$ cat src/rtl/scan_pkg.sv
package scan_pkg;

  // Number of equal slots a row window is split into for dimming.
  localparam int unsigned DUTY_SLOTS = 15;

  // Lit slots per row for each brightness code (0 brightest, 7 dark).
  function automatic logic [3:0] duty_slots(input logic [2:0] code);
    logic [3:0] s;
    case (code)
      3'd0: s = 4'd15;
      3'd1: s = 4'd8;
      3'd2: s = 4'd6;
      3'd3: s = 4'd4;
      3'd4: s = 4'd3;
      3'd5: s = 4'd2;
      3'd6: s = 4'd1;
      default: s = 4'd0;
    endcase
    return s;
  endfunction

  // Last tick index (exclusive) of the lit part of a row.
  function automatic int unsigned lit_ticks(input logic [2:0] code,
                                            input int unsigned slot_ticks);
    return int'(duty_slots(code)) * slot_ticks;
  endfunction

endpackage

$ cat src/rtl/scan_tick_gen.sv
module scan_tick_gen #(
  parameter int unsigned PRESCALE = 16
) (
  input  logic clk,
  input  logic rst_n,
  input  logic int_tick,
  input  logic ext_tick,
  input  logic use_internal,
  input  logic prescale_en,
  output logic mux_tick
);
  localparam int unsigned PRE_W = (PRESCALE > 1) ? $clog2(PRESCALE) : 1;

  logic             src_tick;
  logic [PRE_W-1:0] pre_cnt;
  logic             pre_wrap;

  assign src_tick = use_internal ? int_tick : ext_tick;
  assign pre_wrap = (pre_cnt == PRE_W'(PRESCALE - 1));

  always_ff @(posedge clk or negedge rst_n) begin
    if (!rst_n) begin
      pre_cnt <= '0;
    end else if (prescale_en && src_tick) begin
      pre_cnt <= pre_wrap ? '0 : pre_cnt + 1'b1;
    end
  end

  assign mux_tick = prescale_en ? (src_tick && pre_wrap) : src_tick;

endmodule

$ cat src/rtl/scan_row_timer.sv
module scan_row_timer #(
  parameter int unsigned TICKS_PER_ROW = 64,
  parameter int unsigned ROWS          = 7,
  localparam int unsigned TICK_W       = $clog2(TICKS_PER_ROW),
  localparam int unsigned ROW_W        = $clog2(ROWS)
) (
  input  logic              clk,
  input  logic              rst_n,
  input  logic              mux_tick,
  output logic [TICK_W-1:0] tick_idx,
  output logic [ROW_W-1:0]  row_idx,
  output logic              row_end
);
  logic last_tick;
  logic last_row;

  assign last_tick = (tick_idx == TICK_W'(TICKS_PER_ROW - 1));
  assign last_row  = (row_idx == ROW_W'(ROWS - 1));
  assign row_end   = mux_tick && last_tick;

  always_ff @(posedge clk or negedge rst_n) begin
    if (!rst_n) begin
      tick_idx <= '0;
      row_idx  <= '0;
    end else if (mux_tick) begin
      tick_idx <= last_tick ? '0 : tick_idx + 1'b1;
      if (last_tick) begin
        row_idx <= last_row ? '0 : row_idx + 1'b1;
      end
    end
  end

endmodule

$ cat src/rtl/scan_window.sv
module scan_window
  import scan_pkg::*;
#(
  parameter int unsigned TICKS_PER_ROW = 64,
  parameter int unsigned SLOT_TICKS    = 4,
  localparam int unsigned TICK_W       = $clog2(TICKS_PER_ROW),
  localparam int unsigned LIM_W        = TICK_W + 5
) (
  input  logic [TICK_W-1:0] tick_idx,
  input  logic [2:0]        level,
  input  logic              blank,
  output logic              window_on
);
  logic [LIM_W-1:0] lit_limit;

  assign lit_limit = LIM_W'(lit_ticks(level, SLOT_TICKS));
  assign window_on = !blank && ({{(LIM_W-TICK_W){1'b0}}, tick_idx} < lit_limit);

endmodule

$ cat src/rtl/display_row_scanner.sv
module display_row_scanner
  import scan_pkg::*;
#(
  parameter int unsigned NUM_CHARS     = 8,
  parameter int unsigned COLS          = 5,
  parameter int unsigned ROWS          = 7,
  parameter int unsigned TICKS_PER_ROW = 64,
  parameter int unsigned SLOT_TICKS    = 4,
  parameter int unsigned PRESCALE      = 16
) (
  input  logic                          clk,
  input  logic                          rst_n,
  input  logic                          int_tick,
  input  logic                          ext_tick,
  input  logic                          use_internal,
  input  logic                          prescale_en,
  input  logic [2:0]                    level,
  input  logic                          blank,
  input  logic                          peak_full,
  output logic [$clog2(ROWS)-1:0]       ram_row_addr,
  input  logic [NUM_CHARS*COLS-1:0]     ram_row_data,
  output logic [ROWS-1:0]               row_strobe,
  output logic [NUM_CHARS*COLS-1:0]     col_data,
  output logic                          peak_drive
);
  localparam int unsigned TICK_W = $clog2(TICKS_PER_ROW);
  localparam int unsigned ROW_W  = $clog2(ROWS);
  localparam int unsigned DATA_W = NUM_CHARS * COLS;

  // Named internal events, observed by the checker.
  logic              mux_tick;
  logic [TICK_W-1:0] tick_idx;
  logic [ROW_W-1:0]  row_idx;
  logic              row_end;
  logic              window_on;
  logic [ROWS-1:0]   strobe_next;

  scan_tick_gen #(.PRESCALE(PRESCALE)) u_tick (
    .clk          (clk),
    .rst_n        (rst_n),
    .int_tick     (int_tick),
    .ext_tick     (ext_tick),
    .use_internal (use_internal),
    .prescale_en  (prescale_en),
    .mux_tick     (mux_tick)
  );

  scan_row_timer #(.TICKS_PER_ROW(TICKS_PER_ROW), .ROWS(ROWS)) u_timer (
    .clk      (clk),
    .rst_n    (rst_n),
    .mux_tick (mux_tick),
    .tick_idx (tick_idx),
    .row_idx  (row_idx),
    .row_end  (row_end)
  );

  scan_window #(.TICKS_PER_ROW(TICKS_PER_ROW), .SLOT_TICKS(SLOT_TICKS)) u_window (
    .tick_idx  (tick_idx),
    .level     (level),
    .blank     (blank),
    .window_on (window_on)
  );

  assign ram_row_addr = row_idx;

  for (genvar g = 0; g < ROWS; g++) begin : g_strobe
    assign strobe_next[g] = window_on && (row_idx == ROW_W'(g));
  end

  always_ff @(posedge clk or negedge rst_n) begin
    if (!rst_n) begin
      row_strobe <= '0;
      col_data   <= '0;
      peak_drive <= 1'b0;
    end else begin
      row_strobe <= strobe_next;
      col_data   <= window_on ? ram_row_data : {DATA_W{1'b0}};
      peak_drive <= peak_full;
    end
  end

endmodule

$ cat config.mk
export PLATFORM = sky130hd
export DESIGN_NAME = display_row_scanner
export DESIGN_NICKNAME = d
export VERILOG_FILES = /design/src/rtl/scan_pkg.sv /design/src/rtl/scan_tick_gen.sv /design/src/rtl/scan_row_timer.sv /design/src/rtl/scan_window.sv /design/src/rtl/display_row_scanner.sv
export SDC_FILE = /design/constraint.sdc
export NUM_CORES = 1
export LEC_CHECK = 0
export ABC_AREA = 1
export BUFFER_PORTS_ARGS = -buffer_cell sky130_fd_sc_hd__buf_4
export CAP_MARGIN = 20
export CORE_MARGIN = 4
export CORE_UTILIZATION = 33
export CTS_BUF_LIST = sky130_fd_sc_hd__clkbuf_16
export DETAILED_ROUTE_END_ITERATION = 6
export GPL_ROUTABILITY_DRIVEN = 0
export PLACE_DENSITY_LB_ADDON = 0.05
export REMOVE_ABC_BUFFERS = 1
export SLEW_MARGIN = 20
export SYNTH_ARGS = -nofsm -noshare
export SYNTH_HDL_FRONTEND = slang
export SYNTH_SLANG_ARGS = --single-unit
$ cat constraint.sdc
create_clock -name clk -period 2 [get_ports clk]
set_clock_uncertainty 0.05 [all_clocks]
set_input_delay 0.1 -clock clk [delete_from_list [all_inputs] [get_ports clk]]
set_output_delay 0.1 -clock clk [all_outputs]
set_load 0.1 [all_outputs]
==> reports/results.ini, run 1 <==
[power_and_ir_drop]
internal-power_mw=2.99
power_switching_share=0.481
combPwrFrac=0.483
irDropWorstVdd_mv=0.712
seqPwrFrac=0.289
power_density_mw_per_mm2=1370
power_mw=5.75
p_sw_mw=2.77
p_leak_nw=2.25
pwr-share-clk=0.228

[drt]
drtPass1Iterations=4
ant_nets=0
routedWlPerCell_um=11.5
via_count=2085
drt_iter0_drc=50
viasPerCell=4.06
routed_wl_um=5910
drc=0

[sta]
finalMaxSlewViolations=0
final_hold_viol_count=0
maxSlewHeadroom=0.474
period_needed_ps=1760
fmax_mhz=568
finalSetupViolations=0
rsz0062_at_grt=false
post-route-period-util=0.881
tightest_slew_ps=789

[placement]
dpl.hpwl_um=3950
portBuffers=101
dp.cells=456

[die]
dieArea_mm2=0.00956
ios=102
die_h_um=97.8
core_mm2=0.00777
start_util=0.343
die_w_um=97.8
num_rows=32

[worst_setup_path]
worstPathCellList=ha_1, a21oi_1, nand3_4, buf_12, nor2_1
path_buf_inv=1
worst-endpoint-arrival_ps=1950
cp.required_ps=2190
crit_path_start_kind=flip-flop
crit_path_end_kind=flip-flop
max_stage_delay_ps=410
crit_slowest_cell=dfrtp_1
path_delay_family=flip-flops
cp_max_fo=15
crit_type=flip-flop to flip-flop

[clock_network]
path_clk_slew_ps=50
cts_buffers=9
cts_sinks=61
post_cts_resized=0
cts-root-buf=clkbuf_16
cts_tree=yes
clkLatencyLatePin_ps=310
cts_buffer_depth=2
htreeDepth=3

[grt]
gr-usage-met3=0.0543
antenna_found_initial=0
grt_max_degree=62
grt_pass1_wl_um=10200
met1_usage=0.154
grt_pass1_vias=2218
busiest_layer=met2
groute.usage.overall=0.133
grt-ovfl-total=0
grtUsageMet2=0.218

[synthesis]
syn-instance-count=255
avgSynthCellArea_um2=10.4
ys_ff_latch=61
synthesis.area_mm2=0.00266
yosys_warnings=0
synth.distinct_cells=15
ys_seq_area_frac=0.574

[cells_and_area]
nNetsFinal=464
drive_gt1_frac=0.353
instances_no_fill=513
final_util=0.542
area_growth_pct=58.1
n_antenna_cell=0

[run_status]
outcome=completed

[run]
max_cap_violations=0

[min_path]
min_path_type=input port to flip-flop

[final timing paths]
check,from,endpoint,cells past startpoint,slack (ps)
setup reg to reg,u_timer.tick_idx[5],col_data[6],5,240
setup / recovery,u_timer.tick_idx[5],col_data[6],5,240
hold / removal,prescale_en,u_tick.pre_cnt[1],4,40
hold reg to reg,u_tick.pre_cnt[2],u_tick.pre_cnt[2],1,450
min in group asynchronous,rst_n,u_tick.pre_cnt[3],2,340
max in group asynchronous,rst_n,col_data[3],2,1020
[cells in the mapped netlist]
cell,count,share of area
inv_1,63,0.089
dfrtp_1,61,0.57
nor2_4,30,0.13
nand2_1,29,0.041
nor2_1,24,0.034
nand3_1,17,0.032
o21ai_0,10,0.019
ha_1,6,0.028
xor2_1,5,0.016
a21oi_1,3,0.0056
buf_12,3,0.023
buf_2,1,0.0019
buf_6,1,0.0042
nand3_2,1,0.0038
nand4_1,1,0.0024
[flip-flops by register name, indices dropped and copies added, names as in the netlist]
name,cells
col_data,40
peak_drive,1
row_strobe,7
u_tick.pre_cnt,4
u_timer.row_idx,3
u_timer.tick_idx,6
[final cells by class]
cell class | instances | area [um^2]
inverter | 63 | 236
clock buffer | 9 | 225
sequential | 61 | 1530
multi-input combinational | 126 | 830
clock inverter | 6 | 23.8
fill | 735 | 3560
tap | 102 | 128
timing repair buffer | 146 | 1240
[worst min-delay path, delay by kind of cell]
kind	cells	cell delay, ps
buf+inv	1	80
simple gates	3	180
[what timing repair did]
action,4_1_cts,5_1_grt
endpoints found under the hold margin,102,0
endpoints found under the setup margin,0,0
hold buffers,42,0
setup buffers,0,0
[cells in the final DEF (no fill, tap or decap), drive strengths merged]
cell         synthesis  layout
a21oi                3       3
buf                  5     104
clkbuf               0       9
clkinv               0       4
dfrtp               61      61
dlygate4sd3          0      42
ha                   6       6
inv                 63      65
nand2               29      29
nand3               18      18
nand4                1       1
nor2                54      54
o21ai               10      10
xor2                 5       5
[stage by stage]
stage | hold WS (ps) | setup WS, ps | setup TNS (ps) | instance area, um^2
after floorplan | -246 | -573 | -26670 | 2580
after global placement | 160 | 287 | 0 | 3540
after detailed placement | 161 | 239 | 0 | 3540
after CTS | 30.6 | 215 | 0 | 4210
after global routing | 71.1 | 132 | 0 | 4210
final | 35.6 | 239 | 0 | 4210
[power groups by stage]
stage	clock network [mW]	logic, mW	registers [mW]
after floorplan	0	0.636	3.14
after global placement	0	2.74	1.68
after detailed placement	0	2.75	1.68
after CTS	1.35	2.81	1.67
after global routing	1.40	2.93	1.70
final	1.31	2.78	1.66
[layer usage]
layer  vias up  wire length, um
met2        55             2960
met4         0              108
met3        10              477
met1       972             2360
met5         -                0
li1       1048                -
[logic make-up after synthesis]
| group | after synthesis | synth area share |
|---|---|---|
| AND/OR/NAND/NOR | 102 | 0.240 |
| AO/OA/AOI/OAI | 13 | 0.0244 |
| buffers and inverters | 68 | 0.118 |
| adder cells (fa/ha/maj) | 6 | 0.0282 |
| flip-flops | 61 | 0.574 |
| XOR/XNOR | 5 | 0.0165 |
Note: power is estimated with default switching activity, not from simulation.
==> run 2: changes to the inputs <==
--- a/config.mk
+++ b/config.mk
@@ -6,7 +6,7 @@
 export NUM_CORES = 1
 export LEC_CHECK = 0
 export ABC_AREA = 1
-export BUFFER_PORTS_ARGS = -buffer_cell sky130_fd_sc_hd__buf_4
+export BUFFER_PORTS_ARGS = -buffer_cell sky130_fd_sc_hd__buf_2
 export CAP_MARGIN = 20
 export CORE_MARGIN = 4
 export CORE_UTILIZATION = 33
==> reports/results.ini, run 2 (same netlist as run 1, synthesis figures left out) <==
[die]
start_util=0.343
dieArea_mm2=0.00956
core_mm2=0.00777
num_rows=32
die_w_um=97.8
die_h_um=97.8
ios=102

[cells_and_area]
drive_gt1_frac=0.362
final_common_cell=buf_2
layout_common_cells=buf_2 (101), inv_1 (63), dfrtp_1 (61), dlygate4sd3_1 (42), nor2_4 (30)
fin_area_mm2=0.00398
largest_register_ffs=40
seqCellArea_mm2=0.00153
area_growth_pct=49.6
final_util=0.513
instances_no_fill=514
fillerInstances=737
n_antenna_cell=0
regMostFlops=col_data
nNetsFinal=465
reg_top3=col_data: 40 flops, row_strobe: 7 flops, u_timer.tick_idx: 6 flops
multi_input_area_um2=830

[clock_network]
cts_tree=yes
cts_buffers=9
htreeDepth=3
cts_buffer_depth=2
path_clk_slew_ps=50
cts-root-buf=clkbuf_16
cts_sinks=61
clkLatencyLatePin_ps=320
post_cts_resized=0

[run_status]
outcome=completed

[grt]
grt_pass1_wl_um=10200
grt_max_degree=31
groute.usage.overall=0.134
grt_pass1_vias=2169
antenna_found_initial=0
grt-ovfl-total=0

[worst_setup_path]
reg2reg_to=col_data[3]
worstPathCellList=ha_1, a21oi_1, nand3_4, buf_12, nor2_1
cp_max_fo=30
r2r_cells=5
path_delay_family=flip-flops
crit_type=flip-flop to flip-flop
max_stage_delay_ps=400
path_buf_inv=1
crit_path_start_kind=flip-flop
worst-endpoint-arrival_ps=1770
crit_slowest_cell=dfrtp_1
timing.rr.start=u_timer.tick_idx[5]
cp.depth=5
rrSetupSlack_ps=410
crit_path_end_kind=flip-flop
cp.required_ps=2190

[min_path]
hp-start=prescale_en
min_path_type=input port to flip-flop
hold_end=u_tick.pre_cnt[1]
whs_path_depth=4

[drt]
routedWlPerCell_um=11.4
drtPass1Iterations=4
drc=0
ant_nets=0
drt_iter0_drc=67
via_count=2044
viasPerCell=3.98
routed_wl_um=5840

[placement]
place_ws_ps=445
dpl-instance-area_mm2=0.00328
portBuffers=101
dp.cells=457
dpl.hpwl_um=3980

[sta]
maxSlewHeadroom=0.632
fmax_mhz=630
finalMaxSlewViolations=0
fin_setup_tns_ps=0
tightest_slew_ps=551
rsz0062_at_grt=false
worst_slack_ps=413
finalSetupViolations=0
final_hold_viol_count=0
period_needed_ps=1590
post-route-period-util=0.793

[power_and_ir_drop]
irDropWorstVdd_mv=0.791
p_leak_nw=2.20
power_density_mw_per_mm2=1440

[run]
max_cap_violations=0

[run 2: cell types whose count changed in the layout (fill, tap and decap cells not counted), sizes merged]
| cell | delta |
|---|---|
| buf | +1 |
| bufinv | +1 |
| clkinvlp | +1 |
| inv | -2 |
[run 2: power breakdown]
| group | switching [mW] | internal, mW |
|---|---|---|
| logic | 2.11 | 0.497 |
| clock network | 0.521 | 0.942 |
| registers | 0.136 | 1.51 |
| total | 2.77 | 2.95 |
[run 2: cell type report]
type                       instances  area share
clock buffer                       9      0.0566
clock inverter                     6      0.0138
inverter                          63      0.0594
multi-input combinational        126       0.208
sequential                        61       0.383
tap                              102      0.0321
timing repair buffer             147       0.246
[run 2: layer usage]
layer | up-vias | GRT usage | part of all wire
met2 | 61 | 0.218 | 0.49
met4 | 0 | 0.0564 | 0.015
met3 | 6 | 0.0564 | 0.078
li1 | 1048 | - | -
met1 | 929 | 0.155 | 0.42
met5 | - | 0 | 0
[run 2: what timing repair did]
action / in CTS / in global routing
hold endpoints to repair: 62 / 0
hold buffers: 42 / 0
setup buffers: 0 / 0
[run 2: how the worst max path moves through the flow]
stage	to	from	slack (ps)
2_1_floorplan	col_data[0]	u_timer.tick_idx[5]	-570
3_3_place_gp	col_data[1]	u_timer.tick_idx[5]	450
3_5_place_dp	u_timer.tick_idx[3]	u_tick.pre_cnt[0]	440
4_1_cts	col_data[0]	u_timer.tick_idx[5]	400
5_1_grt	u_timer.row_idx[1]	u_tick.pre_cnt[1]	240
6_report	col_data[3]	u_timer.tick_idx[5]	410
[run 2: tightest hold or removal path, stage by stage]
cell,delay [ps]
buf_2,90
nand2_1,80
nand2_1,60
nand2_1,50
[run 2: stage by stage]
step           power (mW)  hold slack, ps
2_1_floorplan        3.77            -246
3_3_place_gp         4.23            70.6
3_5_place_dp         4.24            71.5
4_1_cts              5.80            43.7
5_1_grt              6.00            84.5
6_report             5.72            45.7
==> run 3: changes to the inputs <==
==> constraint.sdc (replaced) <==
create_clock -name clk -period 1.7 [get_ports clk]
set_clock_uncertainty 0.05 [all_clocks]
set_input_delay 0.085 -clock clk [delete_from_list [all_inputs] [get_ports clk]]
set_output_delay 0.085 -clock clk [all_outputs]
set_load 0.1 [all_outputs]
==> reports/results.ini, run 3 (same netlist as run 1, synthesis figures left out) <==
[sta]
fin_setup_tns_ps=0
tightest_slew_ps=505
finalSetupViolations=0
fmax_mhz=617
finalMaxSlewViolations=0
rsz0062_at_grt=false
worst_slack_ps=80.2
final_hold_viol_count=0
post-route-period-util=0.953
worst_hold_slack_ps=40.3
period_needed_ps=1620
maxSlewHeadroom=0.665

[cells_and_area]
fin_area_mm2=0.00397
regMostFlops=col_data
nNetsFinal=466
drive_gt1_frac=0.360
reg_top3=col_data: 40 flops, row_strobe: 7 flops, u_timer.tick_idx: 6 flops
final_common_cell=buf_2
final_util=0.511
n_antenna_cell=0
largest_register_ffs=40
area_growth_pct=49.0
instances_no_fill=516
layout_common_cells=buf_2 (101), inv_1 (63), dfrtp_1 (61), dlygate4sd3_1 (42), nor2_4 (30)

[die]
core_mm2=0.00777
start_util=0.343
die_w_um=97.8
num_rows=32
dieArea_mm2=0.00956
ios=102
die_h_um=97.8

[clock_network]
cts_buffer_depth=2
htreeDepth=3
cts_sinks=61
cts_buffers=9
path_clk_slew_ps=50
cts-root-buf=clkbuf_16
post_cts_resized=0
cts_tree=yes
clkLatencyLatePin_ps=320

[grt]
groute.usage.overall=0.129
antenna_found_initial=0
grt-ovfl-total=0
grt_pass1_wl_um=9910
grt_pass1_vias=2258
grt_max_degree=62

[worst_setup_path]
crit_path_end_kind=flip-flop
timing.rr.start=u_timer.tick_idx[5]
path_delay_family=flip-flops
cp.required_ps=1890
crit_type=flip-flop to flip-flop
reg2reg_to=row_strobe[6]
path_buf_inv=1
rrSetupSlack_ps=80
crit_path_start_kind=flip-flop
cp_max_fo=38
worstPathCellList=ha_1, a21oi_1, nand3_4, buf_12, nor2_1
worst-endpoint-arrival_ps=1810
crit_slowest_cell=dfrtp_1
max_stage_delay_ps=400
r2r_cells=5

[drt]
routed_wl_um=5580
m1WireLength_um=2290
ant_nets=0
drc=0
drt_iter0_drc=77
wl_met2_um=2830
wl_met3_um=378
via_count=2087
drtPass1Iterations=4
viasPerCell=4.04
routedWlPerCell_um=10.8
topRoutingLayerUsed=met4

[min_path]
hold_end=u_tick.pre_cnt[1]
hp-start=prescale_en
min_path_type=input port to flip-flop
whs_path_depth=4

[power_and_ir_drop]
internal-power_mw=3.32
p_leak_nw=2.20
seqPwrFrac=0.294
irDropWorstVdd_mv=0.815
pwr-share-clk=0.238
power_density_mw_per_mm2=1650
power_switching_share=0.493
power_mw=6.54
combPwrFrac=0.468
p_sw_mw=3.23

[run]
max_cap_violations=0

[placement]
dpl-instance-area_mm2=0.00329
dp.cells=458
portBuffers=101
place_ws_ps=113
dpl.hpwl_um=3770

[run_status]
outcome=completed

==> run 3: changes by cell type in the layout (fill, tap and decap cells not counted), sizes merged <==
cell and delta:
clkinv +2, buf +1, bufinv -1
==> run 3: final cells by class <==
cell class / count / area (um^2)
tap: 102 / 128
timing repair buffer: 148 / 988
sequential: 61 / 1530
multi-input combinational: 126 / 830
fill: 751 / 3800
inverter: 63 / 236
clock inverter: 7 / 32.5
clock buffer: 9 / 225
==> run 3: power by group through the flow <==
stage / Combinational [mW] / Clock, mW / Sequential [mW]
after global routing: 3.24 / 1.68 / 1.97
after detailed placement: 3.03 / 0 / 1.94
final: 3.06 / 1.56 / 1.92
after CTS: 3.11 / 1.62 / 1.93
after floorplan: 0.748 / 0 / 3.69
after global placement: 3.02 / 0 / 1.95
==> run 3: worst max-delay path by stage <==
stage          slack (ps)                start  cells after the start       endpoint
4_1_cts                90  u_timer.tick_idx[5]                      5  row_strobe[6]
3_3_place_gp          140  u_timer.tick_idx[5]                      7    col_data[6]
6_report               80  u_timer.tick_idx[5]                      5  row_strobe[6]
3_5_place_dp          110  u_timer.tick_idx[5]                      7  row_strobe[6]
2_1_floorplan        -870  u_timer.tick_idx[5]                      4    col_data[0]
5_1_grt                 6  u_timer.tick_idx[5]                      7  row_strobe[5]
==> run 3: what timing repair did <==
action | in CTS | in global routing
buffers inserted | 0 | 0
hold buffers | 42 | 0
endpoints found under the hold margin | 102 | 0
==> run 3: tightest hold or removal path, cell delays in order <==
cell     delay (ps)
buf_2            90
nand2_1          80
nand2_1          60
nand2_1          50
==> run 3: layer usage <==
metal	track usage	up-vias
met5	0	-
met4	0.0607	0
met3	0.0450	6
met2	0.225	51
met1	0.140	974
li1	-	1056
